`config.mk`:
```
export PLATFORM = sky130hd
export DESIGN_NAME = panel_reg_writer
export DESIGN_NICKNAME = d
export VERILOG_FILES = /design/src/rtl/panel_reg_writer.sv
export SDC_FILE = /design/constraint.sdc
export NUM_CORES = 1
export LEC_CHECK = 0
export ABC_CLOCK_PERIOD_IN_PS = 3500
export CAP_MARGIN = 10
export CORE_ASPECT_RATIO = 0.5
export CORE_MARGIN = 2
export CORE_UTILIZATION = 45
export CTS_BUF_LIST = sky130_fd_sc_hd__clkbuf_8
export CTS_CLUSTER_DIAMETER = 120
export DETAILED_ROUTE_END_ITERATION = 7
export GPL_TIMING_DRIVEN = 0
export PLACE_DENSITY = 0.75
export SYNTH_ARGS = -nofsm -noshare
export SYNTH_HDL_FRONTEND = slang
export SYNTH_SLANG_ARGS = --single-unit
```
`constraint.sdc`:
```
create_clock -name clk -period 3.5 [get_ports clk]
set_input_delay 0.7 -clock clk [delete_from_list [all_inputs] [get_ports clk]]
set_output_delay 0.7 -clock clk [all_outputs]
set_load 0.01 [all_outputs]
```
`src/rtl/panel_reg_writer.sv`:
```
module panel_reg_writer #(
  parameter int          DIV    = 16,
  parameter logic [7:0]  MARKER = 8'h01
) (
  input  logic       clk,
  input  logic       rst_n,
  input  logic       enable,
  input  logic       req_valid,
  output logic       req_ready,
  input  logic [7:0] req_addr,
  input  logic [7:0] req_data,
  output logic       done,
  output logic       sclk,
  output logic       mosi,
  output logic       cs
);
  localparam int FRAME_W = 32;
  localparam int HALF    = DIV / 2;
  localparam int CW      = (DIV > 1) ? $clog2(DIV) : 1;
  localparam int BW      = $clog2(FRAME_W);

  logic               busy;
  logic [CW-1:0]      tick;
  logic [BW-1:0]      nbit;
  logic [FRAME_W-1:0] shreg;

  wire accept    = req_valid && req_ready;
  wire last_tick = (tick == CW'(DIV - 1));
  wire mid_tick  = (tick == CW'(HALF - 1));
  wire last_bit  = (nbit == BW'(FRAME_W - 1));
  wire [FRAME_W-1:0] frame = {8'h00, req_addr, MARKER, req_data};

  assign req_ready = enable && !busy;
  assign cs        = busy;

  always_ff @(posedge clk or negedge rst_n) begin
    if (!rst_n) begin
      busy  <= 1'b0;
      tick  <= '0;
      nbit  <= '0;
      shreg <= '0;
      sclk  <= 1'b1;
      mosi  <= 1'b0;
      done  <= 1'b0;
    end else begin
      done <= 1'b0;
      if (!enable) begin
        busy <= 1'b0;
        tick <= '0;
        sclk <= 1'b1;
        mosi <= 1'b0;
      end else if (accept) begin
        busy  <= 1'b1;
        tick  <= '0;
        nbit  <= '0;
        sclk  <= 1'b0;
        mosi  <= frame[FRAME_W-1];
        shreg <= {frame[FRAME_W-2:0], 1'b0};
      end else if (busy) begin
        tick <= last_tick ? '0 : tick + CW'(1);
        if (mid_tick) sclk <= 1'b1;
        if (last_tick) begin
          if (last_bit) begin
            busy <= 1'b0;
            done <= 1'b1;
            mosi <= 1'b0;
          end else begin
            nbit  <= nbit + BW'(1);
            sclk  <= 1'b0;
            mosi  <= shreg[FRAME_W-1];
            shreg <= {shreg[FRAME_W-2:0], 1'b0};
          end
        end
      end
    end
  end
endmodule

```
After elaboration in Yosys (flattened, before gate mapping)
Cells that the tools add are included.
Widths: inputs -> output; s select.
{ "totals": {"ff_bits": 45, "input_bits": 20, "output_inout_bits": 5, "elab_cells": 55} }
{ "classes": {"add_sub_neg": 2, "n_eq_ne": 6, "mux": 33, "n_reduce_logical": 7} }
{ "ops": {"columns": ["cell", "n"], "rows": [
  ["$mux 32", 4],
  ["$mux 1", 21],
  ["$mux 5", 4],
  ["$mux 4", 4],
  ["$ne 3x1->1 const B", 2],
  ["$add 5x1->5 const B", 1],
  ["$eq 5x5->1 const B", 1],
  ["$add 4x1->4 const B", 1],
  ["$eq 4x3->1 const B", 1],
  ["$eq 4x4->1 const B", 1],
  ["$reduce_and 4->1", 1],
  ["$reduce_bool 2->1", 2],
  ["$logic_and 1x1->1", 2],
  ["$ne 2x2->1 const B", 1],
  ["$reduce_and 2->1", 1],
  ["$logic_not 1->1", 1]
]} }

Depth between registers and ports, before layout
{ "depth": {"ltp_word": 7, "mapped_depth": 8, "depth_no_buf": 6} }

Worst setup path after synthesis
No wires, ideal clock.
{ "synth_path": {"path_kind": "register to register", "from": "register nbit[0]", "to": "register nbit[3]", "setup_time_ns": 0.074, "arrival_time_ns": 1.933, "required_ns": 3.426, "slack_ns": 1.493, "stages_incl_launch_ff": 8, "path_buffers": 1, "synth_period_minus_slack_ns": 2.007, "path_cell_list": "dfrtp_1 > ha_1 > and3_1 > ha_1 > nand3b_2 > buf_6 > or4_4 > a21oi_2"} }
{ "synth_between": {"elab_chain_cells": 5, "word_cells_on_any_way": 8, "cone_classes": "add/sub: 1; eq/ne: 2; mux: 4; reduce/logical: 1"} }
{ "synth_lines": {"columns": ["item", "line", "text"], "rows": [
  ["from (decl)", "24", "logic [BW-1:0] nbit;"],
  ["from (signal assigned)", "68", "nbit <= nbit + BW'(1);"],
  ["$add 5x1->5", "68", null],
  ["$mux 5", "63", "if (last_bit) begin"],
  ["$mux 5", "62", "if (last_tick) begin"],
  ["$mux 5", "59", "end else if (busy) begin"],
  ["$mux 5", "52", "end else if (accept) begin"]
]} }
Several ways; a longest one is shown, not always the timed one. The select of a mux whose other input is x is not followed.
A chain may end at the register's enable or synchronous reset.

Final worst setup path
{ "layout_path": {"from": "input port enable", "to": "output port req_ready"} }
{ "layout_between": {"elab_chain_cells": 1} }
{ "layout_lines": {"columns": ["item", "line", "text"], "rows": [
  ["from (decl)", "7", "input logic enable,"],
  ["$logic_and 1x1->1", "33", "assign req_ready = enable && !busy;"],
  ["to (decl)", "9", "output logic req_ready,"]
]} }
Every way passes these cells.

==> flow_summary.yaml <==
clock_tree:
  cts_hold_buffers: 0
  cts_buffer_depth: 2
  cts-buffers-inserted: 5
  clock_insertion_delay_worst_skew_ns: 0.29
  number_of_clock_sinks: 44
  cts_htree_levels: 2
  cts_tree: "done"
  clkTransAtPathRegs_ns: 0.08
  post_cts_setup_buffers: 0
  post_cts_resized: 0
  cts.root.buffer_cell: "clkbuf_8"
pwr:
  total_leakage_power_nw: 1.07
  power_report.internal_total_w: 0.000752
  swShare_pct: 24.3
  max-vdd-ir-drop_mv: 0.169
  power.share.clock_pct: 32.1
  power_density_cells_nw_per_um2: 390
  switching_power_w: 0.000241
  pwr-share-comb_pct: 11.3
  relative_contribution_of_sequential_cells_to_total_power_pct: 56.6
drt:
  drt_first_pass_iters: 5
  detail_route.wl_per_cell_microns: 15.4
  via_per_inst: 5.91
  postRouteWirelength_microns: 4960
  route.antenna.remaining_nets: 0
  route.vias.total: 1902
  detail_route.iter0.violations: 111
  post-route-drc-count: 0
timing:
  setup_viol: 0
  finalClockSkew_ns: 0.00757
  timing.final.max_slew_violations: 0
  setup-tns-final_ns: 0
  final_number_of_hold_violating_endpoints: 0
  relSlewSlack_pct: 67.4
  fin_hold_ws_ns: 0.290
  timing_worst_slew_pin_value_ns: 0.489
  min_period_over_period_pct: 81.1
  rsz0062_at_grt: "no"
  layout_min_cycle_time_ns: 2.84
  maxClockFrequency_mhz: 352
floorplanning:
  die-area_sq_um: 5330
  floorplan.die.height_microns: 52.6
  die_x_microns: 101
  core_area_sq_um: 4470
  floorplan.rows: 17
  pin_count: 25
  initial_core_util_pct: 47.7
place:
  detailed_place.area_sq_um: 2460
  place_congestion: 0.783
  place.detailed.hpwl_microns: 3440
  place.port_buffers: 24
run_status:
  run_status: "complete, no violations"
yosys:
  synth_warnings: 0
  avgSynthCellArea_sq_um: 9.18
  yosysSeqAreaShare_pct: 51.8
  async_flop_share_pct: 100
  synth_cell_type_count: 30
  synth-seq-cells: 44
  syn-num-nets: 255
  syn-cell-area_sq_um: 2130
  number_of_instances_in_the_synthesized_netlist: 232
  postSynth.topFlopCell: "dfrtp_1"
  post_synth_edffs: 0
layout:
  antennaDiodeCount: 0
  area.growth.synth_to_final_pct: 19.6
  layout-drive-gt1-share_pct: 7.17
  layout.filler_cells: 415
  finalNetCount: 287
  fin_area_sq_um: 2550
critical_path:
  cp-startpoint: "enable"
  worstPathArrival_ns: 2.14
  startpoint_type: "input pin"
  timing_worst_setup_path_type: "in2out"
  critical_path_required_ns: 2.80
  crit_path_max_fanout: 7
  rr_startpoint: "nbit[0]"
  setup.worst_path.end_class: "output pin"
global_route:
  grt_util_all_layers_pct: 20.1
  wire_length_of_the_first_global_routing_pass_microns: 8200
  number_of_antenna_violations_at_the_first_check_in_global_routing: 0
  grt_remaining_overflow: 0
  pin_count_of_the_biggest_net_entering_global_routing: 33
  grt_pass1_vias: 1791
job:
  cap_viol_max_count: 0
min_path:
  worst_hold_path_class: "in2async"
## cells in the mapped netlist, types with 2 or more instances
cell type	n	area, sq um
buf_2	6	30.0
nand2_1	13	48.8
and3_1	3	18.8
o211ai_1	11	82.6
ha_1	3	37.5
a21oi_1	22	110
dfrtp_1	43	1080
a31oi_1	7	43.8
inv_1	4	15.0
nand3_1	44	220
a22oi_1	3	22.5
a311oi_1	2	17.5
nand3b_1	2	15.0
o21ai_0	26	130
and3b_1	2	17.5
clkbuf_1	16	60.1
nand4b_1	3	26.3
nor2_1	10	37.5
## cell usage in the layout, fill, tap and decap left out, drive strengths merged, types with 2 or more instances in the layout
cell,synthesis,routed
a21oi,23,23
a22oi,3,3
a311oi,2,2
a31oi,7,7
and3,3,3
and3b,2,2
buf,8,10
clkbuf,16,22
clkdlybuf4s50,0,23
dfrtp,43,43
ha,3,3
inv,4,6
nand2,13,13
nand3,44,44
nand3b,3,3
nand4b,3,3
nor2,10,10
o211ai,11,11
o21ai,26,26
## kinds of logic (layout without fill, tap and decap cells)
family	Yosys count	count (layout)	share of synthesized area (%)
simple gates	82	82	20.1
compound gates	73	73	19.9
flops	44	44	51.8
buf+inv	28	61	5.64
fa+ha+maj	3	3	1.76
xor+xnor	1	1	0.411
mux	1	1	0.470
## layer usage
metal	routed length, microns	part of all wire, %	global-route usage (%)
met4	42	0.85	6.08
met5	0	0	0
met3	203	4.1	4.00
met2	2380	48	34.0
met1	2340	47	26.3
## per-stage QoR
stage                     total power (W)  cells  util (%)  worst slack, ns
final                            0.000993    322      57.0            0.662
after global routing              0.00104    322      57.0            0.613
after CTS                         0.00100    322      57.0            0.676
after detailed placement         0.000684    314      55.0            0.672
after global placement           0.000677    313      54.6            0.588
after floorplan                  0.000625    232         -             1.49
## worst paths after layout
check,endpoint,slack (ns),cells past startpoint
setup / recovery,req_ready,0.66,4
hold / removal,shreg[17],0.29,1
setup reg to reg,nbit[3],1.32,7
hold reg to reg,shreg[5],0.51,2
max in group asynchronous,sclk,2.67,2
min in group clk,shreg[5],0.51,2
## power by group through the flow
| stage | combinational (W) | clock (W) | sequential, W |
|---|---|---|---|
| after global placement | 0.000107 | 0 | 0.000570 |
| after CTS | 0.000113 | 0.000326 | 0.000561 |
| after global routing | 0.000126 | 0.000352 | 0.000565 |
| final | 0.000112 | 0.000319 | 0.000562 |
| after floorplan | 0.0000581 | 0 | 0.000567 |
| after detailed placement | 0.000113 | 0 | 0.000571 |
## flip-flops by register name, summed over array words and instances, names as in the netlist
register and cells:
sclk 1, shreg 31, tick 4, nbit 5
done 1, cs 1, mosi 1
## layout make-up
| type | instances | area (sq um) | area share [%] |
|---|---|---|---|
| Buffer | 24 | 105 | 4.13 |
| Clock buffer | 6 | 82.6 | 3.24 |
| Clock inverter | 2 | 7.51 | 0.295 |
| Inverter | 4 | 15.0 | 0.590 |
| Multi-Input combinational cell | 160 | 907 | 35.6 |
| Sequential cell | 44 | 1100 | 43.3 |
| Tap cell | 57 | 71.3 | 2.80 |
| Timing Repair Buffer | 25 | 255 | 10.0 |
## critical path, stage by stage
cell and delay (ns):
clkdlybuf4s50_1 0.60, inv_1 0.18, nor2_1 0.12, clkdlybuf4s50_1 0.54
(Power assumes the default switching activity.)
